**src/rtl/emd_pkg.sv**
```systemverilog
package emd_pkg;
  localparam int SEL_W     = 2;
  localparam int STEP_LOG2 = 2;
  localparam int MAX_SEL   = (1 << SEL_W) - 1;
  localparam int ACC_W     = STEP_LOG2 * MAX_SEL;

  function automatic int sum_width(input int lanes);
    return $clog2(2 * lanes + 1);
  endfunction
endpackage

```
**src/rtl/emd_retime.sv**
```systemverilog
module emd_retime #(
  parameter int W = 8
) (
  input  logic         clk,
  input  logic         rst,
  input  logic [W-1:0] d,
  output logic [W-1:0] q
);
  always_ff @(posedge clk) begin
    if (rst) q <= '0;
    else     q <= d;
  end
endmodule

```
**src/rtl/emd_combine.sv**
```systemverilog
module emd_combine
  import emd_pkg::*;
#(
  parameter int LANES = 16,
  localparam int SUM_W = sum_width(LANES)
) (
  input  logic             clk,
  input  logic             rst,
  input  logic [LANES-1:0] hi_e,
  input  logic [LANES-1:0] lo_e,
  input  logic [LANES-1:0] hi_l,
  input  logic [LANES-1:0] lo_l,
  input  logic [1:0]       side_sel,
  output logic [SUM_W-1:0] err_sum
);
  logic [LANES-1:0] e_err;
  logic [LANES-1:0] l_err;
  logic [SUM_W-1:0] cnt;

  for (genvar i = 0; i < LANES; i++) begin : g_lane
    assign e_err[i] = (hi_e[i] ^ lo_e[i]) & side_sel[0];
    assign l_err[i] = (hi_l[i] ^ lo_l[i]) & side_sel[1];
  end

  always_comb begin
    cnt = '0;
    for (int i = 0; i < LANES; i++) begin
      cnt = cnt + SUM_W'(e_err[i]) + SUM_W'(l_err[i]);
    end
  end

  always_ff @(posedge clk) begin
    if (rst) err_sum <= '0;
    else     err_sum <= cnt;
  end
endmodule

```
**src/rtl/emd_divider.sv**
```systemverilog
module emd_divider
  import emd_pkg::*;
#(
  parameter int SUM_W = 5,
  localparam int TOT_W = ((ACC_W > SUM_W) ? ACC_W : SUM_W) + 1
) (
  input  logic             clk,
  input  logic             rst,
  input  logic [SUM_W-1:0] err_sum,
  input  logic [1:0]       div_sel,
  output logic [ACC_W-1:0] acc_q,
  output logic             tog_q,
  output logic             wrap_now
);
  logic [TOT_W-1:0] total;
  logic [TOT_W-1:0] wraps;
  logic [TOT_W-1:0] mask;
  int unsigned      shamt;

  always_comb begin
    shamt    = STEP_LOG2 * int'(div_sel);
    total    = TOT_W'(acc_q) + TOT_W'(err_sum);
    wraps    = total >> shamt;
    mask     = (TOT_W'(1) << shamt) - TOT_W'(1);
    wrap_now = |wraps;
  end

  always_ff @(posedge clk) begin
    if (rst) begin
      acc_q <= '0;
      tog_q <= 1'b0;
    end else begin
      acc_q <= ACC_W'(total & mask);
      tog_q <= tog_q ^ wraps[0];
    end
  end
endmodule

```
**src/rtl/emd_slow_out.sv**
```systemverilog
module emd_slow_out #(
  parameter int DIV_LOG2 = 10,
  localparam logic [DIV_LOG2-1:0] TICK_AT = DIV_LOG2'((1 << (DIV_LOG2 - 1)) - 1)
) (
  input  logic clk,
  input  logic rst,
  input  logic tog,
  input  logic wrap_now,
  input  logic pulse_mode,
  output logic err_out,
  output logic clk_out
);
  logic [DIV_LOG2-1:0] div_q;
  logic                pend_q;
  logic                tick;

  assign tick    = (div_q == TICK_AT);
  assign clk_out = div_q[DIV_LOG2-1];

  always_ff @(posedge clk) begin
    if (rst) begin
      div_q   <= '0;
      pend_q  <= 1'b0;
      err_out <= 1'b0;
    end else begin
      div_q <= div_q + DIV_LOG2'(1);
      if (tick) begin
        err_out <= pulse_mode ? pend_q : tog;
        pend_q  <= wrap_now;
      end else begin
        pend_q  <= pend_q | wrap_now;
      end
    end
  end
endmodule

```
**src/rtl/eye_mask_err_det.sv**
```systemverilog
module eye_mask_err_det
  import emd_pkg::*;
#(
  parameter int LANES        = 16,
  parameter int OUT_DIV_LOG2 = 10
) (
  input  logic             clk,
  input  logic             rst,
  input  logic [LANES-1:0] hi_early,
  input  logic [LANES-1:0] lo_early,
  input  logic [LANES-1:0] hi_late,
  input  logic [LANES-1:0] lo_late,
  input  logic [1:0]       side_sel,
  input  logic [1:0]       div_sel,
  input  logic             pulse_mode,
  output logic             err_out,
  output logic             clk_out
);
  localparam int SUM_W = sum_width(LANES);

  logic [4*LANES-1:0] raw;
  logic [4*LANES-1:0] rt;
  logic [SUM_W-1:0]   err_sum;
  logic [ACC_W-1:0]   acc_q;
  logic               tog_q;
  logic               wrap_now;

  assign raw = {hi_early, lo_early, hi_late, lo_late};

  emd_retime #(.W(4*LANES)) u_retime (
    .clk(clk), .rst(rst), .d(raw), .q(rt)
  );

  emd_combine #(.LANES(LANES)) u_combine (
    .clk(clk), .rst(rst),
    .hi_e(rt[4*LANES-1:3*LANES]), .lo_e(rt[3*LANES-1:2*LANES]),
    .hi_l(rt[2*LANES-1:LANES]),   .lo_l(rt[LANES-1:0]),
    .side_sel(side_sel), .err_sum(err_sum)
  );

  emd_divider #(.SUM_W(SUM_W)) u_divider (
    .clk(clk), .rst(rst), .err_sum(err_sum), .div_sel(div_sel),
    .acc_q(acc_q), .tog_q(tog_q), .wrap_now(wrap_now)
  );

  emd_slow_out #(.DIV_LOG2(OUT_DIV_LOG2)) u_out (
    .clk(clk), .rst(rst), .tog(tog_q), .wrap_now(wrap_now),
    .pulse_mode(pulse_mode), .err_out(err_out), .clk_out(clk_out)
  );
endmodule

```
**config.mk**
```make
export PLATFORM = sky130hd
export DESIGN_NAME = eye_mask_err_det
export DESIGN_NICKNAME = d
export VERILOG_FILES = /design/src/rtl/emd_pkg.sv /design/src/rtl/emd_retime.sv /design/src/rtl/emd_combine.sv /design/src/rtl/emd_divider.sv /design/src/rtl/emd_slow_out.sv /design/src/rtl/eye_mask_err_det.sv
export SDC_FILE = /design/constraint.sdc
export NUM_CORES = 1
export LEC_CHECK = 0
export ABC_CLOCK_PERIOD_IN_PS = 12350
export BUFFER_PORTS_ARGS = -buffer_cell sky130_fd_sc_hd__buf_2
export CELL_PAD_IN_SITES_DETAIL_PLACEMENT = 1
export CELL_PAD_IN_SITES_GLOBAL_PLACEMENT = 1
export CORE_MARGIN = 2
export CORE_UTILIZATION = 30
export CTS_CLUSTER_DIAMETER = 120
export DETAILED_ROUTE_END_ITERATION = 7
export PLACE_DENSITY_LB_ADDON = 0.1
export RECOVER_POWER = 25
export SLEW_MARGIN = 25
export SYNTH_ARGS = -nofsm -noshare
export SYNTH_HDL_FRONTEND = slang
export SYNTH_SLANG_ARGS = --single-unit
```
**constraint.sdc**
```tcl
create_clock -name clk -period 12.35 [get_ports clk]
set_input_delay 0.6175 -clock clk [delete_from_list [all_inputs] [get_ports clk]]
set_output_delay 0.6175 -clock clk [all_outputs]
set_load 0.05 [all_outputs]
```
==> out/summary.md, run 1 <==
* Clock Sink Count: 89
* number of global-route vias before repair: 2884
* Post-Layout Inst Area: 4870 um^2
* sequential fraction of design power: 0.356
* number of synthesized register bits: 89
* dominant register cell in the synthesized netlist: dfxtp_1
* Finish-stage setup viols: 0
* total iterations of the first detailed-routing run: 4
* Worst-Margin Slew: 3.58 ns
* worst path bufs/invs: 5
* type of origin of the critical path: input pin
* PnR Total Power: 911 uW
* violated checks: capacitance limit, slew limit
* horizontal extent of the die: 121 um
* Post-Route WL: 7390 um
* fin. max-slew vios: 91
* net switching component of the power: 292 uW
* critical path, cell by cell: buf_2 -> and2_1 -> ha_1 -> inv_1 -> fa_1 -> fa_1 -> fa_1 -> fa_1 -> fa_1 -> inv_1 -> fa_1 -> fa_1 -> inv_1 -> fa_1 -> inv_1 -> a21o_1 -> a21oi_1 -> xor2_1 -> nor2_1
* proportion of total power due to net switching: 0.321
* number of buffers on the longest clock path: 2
* launch instance of the worst register-to-register path: u_retime.q[0]
* Routability Congestion: 0.736
* cts bufs inserted: 9
* final global-route overflow total: 0
* share of final-layout standard cells stronger than drive strength 1: 0.192
* unrepaired setup endpoints after global routing: false
* most used cells in the layout excluding fill and tap cells: dfxtp_1, buf_2, nor2b_1
* met3 wire length: 302 um
* average footprint of a synthesized cell: 10.3 um^2
* hold depth: 1
* sequential area share after synthesis: 0.436
* crit path kind: input pin to register
* number of H-tree levels: 3
* post-CTS repair timing setup buffer count: 0
* reg-to-reg slack, setup: 6.68 ns
* TritonCTS clock tree: built
* summed instance area of the synthesized netlist: 4080 um^2
* via count: 2692
* critical path's largest stage delay: 0.54 ns
* R2R depth: 19
* P per Cell Area: 187 nW/um^2
* cell internal power dissipation: 619 uW
* endpoint class of the critical path: register
* maxcap violations: 1
* EDFF count, synth: 0
* status: complete, but fails checks
* worst max-slew margin expressed relative to the limit: -1.38
* count of cell types in the netlist: 41
* initial standard-cell utilization of the core: 0.308
* CP Max Fanout: 16
* all-layer global routing usage: 0.115
* number of hold violations in the final report: 0
* number of gates resized after cts: 0
* initial DRC count: 68
* Reg2Reg Capture Point: u_combine.err_sum[4]
* fmax: 176 MHz
* final sum of negative setup slack: 0 ns
* clock period minus worst slack: 5.68 ns
* pin count of the biggest net entering global routing: 91
* Post-synth ARST share: 0
* Worst path slowest cell: fa_1
* count of boundary I/O pins: 73
* data arrival time of the worst path: 5.77 ns
* core outline area: 13200 um^2
* post-detailed-route DRC marker count: 0
* post-CTS clock slew at the launch and capture registers of the worst setup and hold paths: 0.06 ns
* final period utilization: 0.460
* ant diodes: 0
* most common library cell in the layout ignoring fill and taps: dfxtp_1
* cell occurring most often along the worst timing path: fa_1
* number of buffer cells added on primary ports: 72
* Wirelength per Cell: 11.4 um
* Mapped Cells: 397
* combinational group share of total power: 0.367
* number of cell rows: 42
* leakage component of the power: 2.25 nW
* largest clock skew in the final design: 0.00337 ns
* total cell area at the placement stage: 4600 um^2
* category of cells accounting for the largest share of critical-path delay: adder cells
* Post-CTS Hold Buffers: 0
* hold_sp: u_out.div_q[0]
* nets in the synthesized netlist: 509
* wire length of the first global-routing pass: 12900 um
* Clock power frac: 0.276
* layout net count: 580
* class of the most critical hold timing path: register to register
* worst min-delay path endpoint: u_out.div_q[0]
* wire length on met2: 3710 um
* Routed met1 length: 3190 um
* Vias/cell: 4.15
* vertical die dimension: 121 um
* clock network latency to the later pin of the worst-skew pair: 0.34 ns
* antenna violations before repair: 0
* DIE AREA: 14600 um^2
* clock tree root driver cell: clkbuf_16
* relative area change from synthesis to final layout: 19.3%
* number of nets still failing antenna checks after routing: 0
* Top Layer Used: met4
* required arrival time at the worst endpoint: 12.45 ns
* maximum vdd ir drop: 0.0697 mV
* number of warnings reported in the yosys synthesis log: 0
* HPWL Detailed: 5790 um
[synthesized netlist by cell type (2+ instances only)]
cell,count,share of area
xor2_1,39,0.084
dfxtp_1,89,0.44
and2b_2,2,0.0043
a21o_1,3,0.0055
nor3_1,5,0.0061
a31oi_1,2,0.0031
nand3_1,7,0.0086
ha_1,16,0.049
a21oi_1,7,0.0086
o21bai_1,2,0.0037
o21ai_0,3,0.0037
and2_1,9,0.014
clkbuf_1,10,0.0092
nor2b_1,69,0.11
fa_1,25,0.12
nand4_1,3,0.0046
nand2_1,28,0.026
nor3b_1,3,0.0055
nor2_1,18,0.017
xnor2_1,4,0.0086
inv_1,33,0.030
[worst reg2reg max path, delay by kind of cell, from the launching register on]
kind                     cells  cell delay [ns]
AO/OA/AOI/OAI                2             0.33
buffers and inverters        4             0.25
flip-flops                   1             0.31
AND/OR/NAND/NOR              2             0.21
adder cells (fa/ha/maj)      9             4.02
XOR/XNOR                     2             0.31
[per-stage QoR]
| stage | instances | worst slack (ns) | hold WS [ns] | utilization |
|---|---|---|---|---|
| detailed placement | 633 | 6.35 | 0.468 | 0.347 |
| CTS | 649 | 6.70 | 0.466 | 0.368 |
| global placement | 633 | 6.47 | 0.449 | 0.347 |
| floorplan | 397 | 6.82 | 0.426 | - |
| finish | 649 | 6.67 | 0.477 | 0.368 |
| global route | 649 | 6.38 | 0.472 | 0.368 |
[routing by layer]
layer / vias up / track usage
met3: 13 / 0.0283
li1: 1375 / -
met2: 47 / 0.194
met4: 0 / 0.0654
met5: - / 0
met1: 1257 / 0.132
[sequential cells by signal (all words and copies together) (netlist names)]
name / cells
u_out.div_q: 10
u_combine.err_sum: 6
u_out.err_out: 1
u_out.pend_q: 1
u_retime.q: 64
u_divider.tog_q: 1
u_divider.acc_q: 6
[how the worst max path moves through the flow]
stage                             start                    to  slack [ns]  cells past startpoint
final                       side_sel[0]  u_combine.err_sum[4]        6.67                     19
after global routing      u_retime.q[0]  u_combine.err_sum[4]        6.38                     19
after CTS                 u_retime.q[0]  u_combine.err_sum[4]        6.70                     19
after detailed placement    side_sel[0]  u_combine.err_sum[4]        6.35                     19
after global placement      side_sel[0]  u_combine.err_sum[4]        6.47                     19
after floorplan             side_sel[1]  u_combine.err_sum[4]        6.82                     18
[cell type report]
| type | count | area, um^2 |
|---|---|---|
| inverters | 33 | 124 |
| repair buffers | 73 | 364 |
| clock buffers | 14 | 264 |
| clock inverters | 2 | 12.5 |
| well taps | 176 | 220 |
| flip-flops and latches | 89 | 1780 |
| fillers | 1553 | 8370 |
| multi-input cells | 262 | 2110 |
[cell families after synthesis]
family          Yosys count  share of synthesized area
buf+inv                  46                     0.0478
mux                       3                    0.00797
xor+xnor                 43                     0.0922
flops                    89                      0.436
fa+ha+maj                41                      0.172
compound gates           24                     0.0395
simple gates            151                      0.204
[power by group through the flow]
stage	clock network [mW]	logic [mW]	registers (mW)
after floorplan	0	0.265	0.328
after global routing	0.278	0.397	0.328
after global placement	0	0.333	0.330
after CTS	0.263	0.349	0.325
final	0.252	0.335	0.325
after detailed placement	0	0.347	0.331
Power figures use the tool's default switching activity.
==> inputs of run 2 (changes only) <==
--- a/config.mk
+++ b/config.mk
@@ -5,7 +5,7 @@
 export SDC_FILE = /design/constraint.sdc
 export NUM_CORES = 1
 export LEC_CHECK = 0
-export ABC_CLOCK_PERIOD_IN_PS = 12350
+export ABC_CLOCK_PERIOD_IN_PS = 5500
 export BUFFER_PORTS_ARGS = -buffer_cell sky130_fd_sc_hd__buf_2
 export CELL_PAD_IN_SITES_DETAIL_PLACEMENT = 1
 export CELL_PAD_IN_SITES_GLOBAL_PLACEMENT = 1
==> constraint.sdc (replaced) <==
create_clock -name clk -period 5.5 [get_ports clk]
set_input_delay 0.275 -clock clk [delete_from_list [all_inputs] [get_ports clk]]
set_output_delay 0.275 -clock clk [all_outputs]
set_load 0.05 [all_outputs]
==> run 2 against run 1 <==
Effect of this change:
- critical path type is now register to register
- sequential share of layout area fell by 0.34 points
- sequential power rose by 120%
- count of clock-buffer cells in the layout did not move
- cell count rose by 0.46%
- global-route usage barely moved
- largest cell class unchanged
- the run still ends with capacitance limit, slew limit left
- routed wire length rose by 0.99%
- non-clock buffer count rose by 3
- register-to-register slack got worse by 6.5 ns
- utilization rose by 0.35 points
- total power rose by 130%
==> out/summary.md, run 2 (synthesis gave the netlist of run 1 again) <==
* total iterations of the first detailed-routing run: 4
* number of global-route vias before repair: 2784
* Post-CTS Hold Buffers: 0
* maxcap violations: 1
* clock network latency to the later pin of the worst-skew pair: 0.34 ns
* number of buffer cells added on primary ports: 72
* register with the most flip-flops: u_retime.q
* Finish-stage setup viols: 0
* number of buffers on the longest clock path: 2
* CP Max Fanout: 2
* class of the most critical hold timing path: input pin to register
* final period utilization: 0.966
* maximum vdd ir drop: 0.179 mV
* pin count of the biggest net entering global routing: 49
* most common library cell in the layout ignoring fill and taps: dfxtp_1
* initial standard-cell utilization of the core: 0.308
* TritonCTS clock tree: built
* Post-Route WL: 7460 um
* Wirelength per Cell: 11.4 um
* violated checks: capacitance limit, slew limit
* Largest register FFs: 64
* largest clock skew in the final design: 0.00358 ns
* number of H-tree levels: 3
* worst max-slew margin expressed relative to the limit: -0.116
* number of hold violations in the final report: 0
* vertical die dimension: 121 um
* final global-route overflow total: 0
* type of origin of the critical path: register
* data arrival time of the worst path: 5.53 ns
* PnR Total Power: 2.10 mW
* all-layer global routing usage: 0.115
* total cell area at the placement stage: 4620 um^2
* Vias/cell: 4.14
* fin. max-slew vios: 44
* end-of-flow core utilization: 0.371
* number of nets still failing antenna checks after routing: 0
* most used cells in the layout excluding fill and tap cells: dfxtp_1, buf_2, nor2b_1
* DIE AREA: 14600 um^2
* HPWL Detailed: 5870 um
* crit path kind: register to register
* post-detailed-route DRC marker count: 0
* share of final-layout standard cells stronger than drive strength 1: 0.200
* Post-Layout Inst Area: 4920 um^2
* registers with the most flip-flops: u_retime.q (64), u_out.div_q (10)
* layout net count: 583
* count of boundary I/O pins: 73
* Worst-Margin Slew: 1.67 ns
* clock tree root driver cell: clkbuf_16
* via count: 2698
* P per Cell Area: 428 nW/um^2
* fmax: 188 MHz
* cts bufs inserted: 9
* relative area change from synthesis to final layout: 20.5%
* wire length of the first global-routing pass: 12700 um
* number of cell rows: 42
* post-placement cell count: 636
* post-CTS clock slew at the launch and capture registers of the worst setup and hold paths: 0.06 ns
* initial DRC count: 60
* leakage component of the power: 2.27 nW
* Routability Congestion: 0.740
* horizontal extent of the die: 121 um
* required arrival time at the worst endpoint: 5.72 ns
* core outline area: 13200 um^2
* Clock Sink Count: 89
* endpoint class of the critical path: register
* ant diodes: 0
* clock period minus worst slack: 5.31 ns
* number of standard cells in the final layout excluding fillers: 652
* antenna violations before repair: 0
* status: complete, but fails checks
run 2: power breakdown:
part	switching (mW)	leakage [nW]	internal, mW
combinational	0.404	1.40	0.372
sequential	0.0242	0.737	0.704
clock	0.234	0.137	0.365
total	0.662	2.27	1.44
run 2: critical path: stages, from the launching register on:
cell and delay [ns]:
dfxtp_1 0.30, xor2_1 0.15, and2_1 0.16, ha_1 0.27, inv_1 0.05, fa_1 0.56
fa_1 0.44, fa_1 0.52, fa_1 0.44, fa_1 0.55, inv_1 0.05, fa_1 0.47
fa_2 0.40, inv_1 0.08, fa_1 0.18, inv_1 0.04, a21o_1 0.18, a21oi_2 0.15
xor2_1 0.15, nor2_1 0.05
run 2: path summary, 6_finish.rpt:
path	start	endpoint	slack [ns]	cells past startpoint
hold / removal	lo_late[5]	u_retime.q[5]	0.14	2
setup reg to reg	u_retime.q[0]	u_combine.err_sum[4]	0.19	19
setup / recovery	u_retime.q[0]	u_combine.err_sum[4]	0.19	19
hold reg to reg	u_out.div_q[0]	u_out.div_q[0]	0.47	1
run 2: layout make-up:
| type | count | area, um^2 |
|---|---|---|
| Fill cell | 1559 | 8320 |
| Sequential cell | 89 | 1780 |
| Clock buffer | 14 | 254 |
| Timing Repair Buffer | 76 | 389 |
| Clock inverter | 2 | 37.5 |
| Multi-Input combinational cell | 262 | 2110 |
| Inverter | 33 | 124 |
| Tap cell | 176 | 220 |
run 2: routing by layer:
layer | GRT usage | routed length [um]
met4 | 0.0632 | 188
met5 | 0 | 0
met3 | 0.0358 | 319
met1 | 0.127 | 3250
met2 | 0.196 | 3710
run 2: through the flow:
| stage | hold slack [ns] | setup slack (ns) | TNS, ns |
|---|---|---|---|
| finish | 0.138 | 0.187 | 0 |
| global route | 0.135 | -0.00447 | -0.00447 |
| CTS | 0.123 | 0.0314 | 0 |
| detailed placement | 0.461 | -0.0552 | -0.0552 |
| global placement | 0.446 | 0.0156 | 0 |
| floorplan | 0.403 | 0.137 | 0 |
run 2: what timing repair did:
action,in CTS,in global routing
pin swaps,2,2
endpoints found under the setup margin,1,1
setup buffers,0,0
resized for setup,0,2
gates cloned,0,0
==> inputs of run 3 (changes only) <==
--- a/config.mk
+++ b/config.mk
@@ -13,7 +13,7 @@
 export CORE_UTILIZATION = 30
 export CTS_CLUSTER_DIAMETER = 120
 export DETAILED_ROUTE_END_ITERATION = 7
-export PLACE_DENSITY_LB_ADDON = 0.1
+export PLACE_DENSITY = 0.66
 export RECOVER_POWER = 25
 export SLEW_MARGIN = 25
 export SYNTH_ARGS = -nofsm -noshare
==> run 3 against run 2 <==
Effect of this change:
- the flow still finishes with violations (capacitance limit, slew limit)
- critical path depth did not move
- utilization rose by 0.22 points
- die area did not move
- clock power rose by 6.4%
- combinational power rose by 0.9%
- design area rose by 0.58%
- cell count did not move
- register-to-register slack improved by 0.10 ns
- hold slack improved by 0.0064 ns
- non-clock buffer count rose by 1
- setup slack improved by 0.10 ns
- largest power group unchanged
- highest routed layer unchanged
==> out/summary.md, run 3 (synthesis gave the netlist of run 1 again) <==
* status: complete, but fails checks
* end-of-flow core utilization: 0.374
* cts bufs inserted: 9
* number of buffer cells added on primary ports: 72
* slack of the critical path: 0.288 ns
* number of cell rows: 42
* final sum of negative setup slack: 0 ns
* most common library cell in the layout ignoring fill and taps: dfxtp_1
* fmax: 192 MHz
* Setup WS pre-CTS: -0.0768 ns
* post-placement cell count: 636
* worst max-slew margin expressed relative to the limit: -0.118
* worst min-delay path endpoint: u_retime.q[62]
* Finish-stage setup viols: 0
* CP Max Fanout: 2
* hold_sp: hi_early[14]
* largest clock skew in the final design: 0.00344 ns
* fill count: 1565
* DIE AREA: 14600 um^2
* met3 wire length: 335 um
* number of nets still failing antenna checks after routing: 0
* fin. max-slew vios: 44
* register with the most flip-flops: u_retime.q
* reg-to-reg slack, setup: 0.29 ns
* P per Cell Area: 434 nW/um^2
* clock tree root driver cell: clkbuf_16
* category of cells accounting for the largest share of critical-path delay: adder cells
* total iterations of the first detailed-routing run: 4
* Top Layer Used: met4
* post-CTS clock slew at the launch and capture registers of the worst setup and hold paths: 0.06 ns
* count of boundary I/O pins: 73
* Reg2Reg Capture Point: u_combine.err_sum[4]
* via count: 2735
* vertical die dimension: 121 um
* crit path kind: register to register
* unrepaired setup endpoints after global routing: false
* PnR Total Power: 2.15 mW
* core outline area: 13200 um^2
* ant diodes: 0
* final global-route overflow total: 0
* relative area change from synthesis to final layout: 21.2%
* total cell area at the placement stage: 4620 um^2
* layout net count: 584
* initial standard-cell utilization of the core: 0.308
* Post-Layout Inst Area: 4950 um^2
* clock period minus worst slack: 5.21 ns
* post-detailed-route DRC marker count: 0
* registers with the most flip-flops: u_retime.q (64), u_out.div_q (10)
* wire length on met2: 3900 um
* pin count of the biggest net entering global routing: 49
* horizontal extent of the die: 121 um
* most used cells in the layout excluding fill and tap cells: dfxtp_1, buf_2, nor2b_1
* Largest register FFs: 64
* wire length of the first global-routing pass: 13300 um
* launch instance of the worst register-to-register path: u_retime.q[32]
* antenna violations before repair: 0
* all-layer global routing usage: 0.116
* hold depth: 2
* number of hold violations in the final report: 0
* Clock Sink Count: 89
* clock network latency to the later pin of the worst-skew pair: 0.34 ns
* Post-Route WL: 7640 um
* final period utilization: 0.948
* final hold slack: 0.145 ns
* HPWL Detailed: 6070 um
* cell occurring most often along the worst timing path: fa_1
* leakage component of the power: 2.29 nW
* maxcap violations: 1
* number of global-route vias before repair: 3092
* critical path, cell by cell: xor2_1 -> and2_1 -> ha_1 -> inv_1 -> fa_1 -> fa_1 -> fa_1 -> fa_1 -> fa_1 -> inv_1 -> fa_1 -> fa_2 -> inv_2 -> fa_2 -> inv_1 -> a21o_1 -> a21oi_2 -> xor2_1 -> nor2_1
* worst path bufs/invs: 4
* R2R depth: 19
* maximum vdd ir drop: 0.180 mV
* number of H-tree levels: 3
* critical path's largest stage delay: 0.55 ns
* number of standard cells in the final layout excluding fillers: 652
* Vias/cell: 4.19
* Routed met1 length: 3280 um
* type of origin of the critical path: register
* Routability Congestion: 0.802
* data arrival time of the worst path: 5.42 ns
* number of buffers on the longest clock path: 2
* Wirelength per Cell: 11.7 um
* Worst path slowest cell: fa_1
* Worst-Margin Slew: 1.68 ns
* initial DRC count: 73
* required arrival time at the worst endpoint: 5.71 ns
* endpoint class of the critical path: register
* violated checks: capacitance limit, slew limit
* share of final-layout standard cells stronger than drive strength 1: 0.210
* class of the most critical hold timing path: input pin to register
* TritonCTS clock tree: built
-- run 3: layout make-up --
cell class,count,area [um^2],area share
Sequential cell,89,1780,0.360
Tap cell,176,220,0.0445
Multi-Input combinational cell,262,2110,0.427
Clock inverter,5,81.3,0.0164
Timing Repair Buffer,77,397,0.0802
Clock buffer,10,229,0.0463
Inverter,33,124,0.0250
-- run 3: how the worst max path moves through the flow --
stage / from / endpoint / slack, ns / cells after the start
global placement: u_retime.q[32] / u_combine.err_sum[4] / 0.05 / 19
finish: u_retime.q[32] / u_combine.err_sum[4] / 0.29 / 19
detailed placement: u_retime.q[32] / u_combine.err_sum[4] / -0.08 / 19
global route: u_retime.q[32] / u_combine.err_sum[4] / 0.004 / 19
CTS: u_retime.q[32] / u_combine.err_sum[4] / 0.03 / 19
floorplan: u_retime.q[0] / u_combine.err_sum[4] / 0.14 / 19
-- run 3: routing by layer --
metal / global-route usage / vias to the layer above
met2: 0.208 / 51
li1: - / 1383
met1: 0.128 / 1290
met4: 0.0407 / 0
met5: 0 / -
met3: 0.0382 / 11
-- run 3: timing repair --
action	4_1_cts	5_1_grt
gates resized for setup	1	3
setup buffers	0	1
setup endpoints to repair	1	2
hold buffers	0	0
pin swaps	2	8
-- run 3: power breakdown --
group          internal, mW  leakage, nW  switching [mW]
Clock                 0.395        0.149           0.241
Sequential            0.704        0.737          0.0240
Combinational         0.381         1.40           0.401
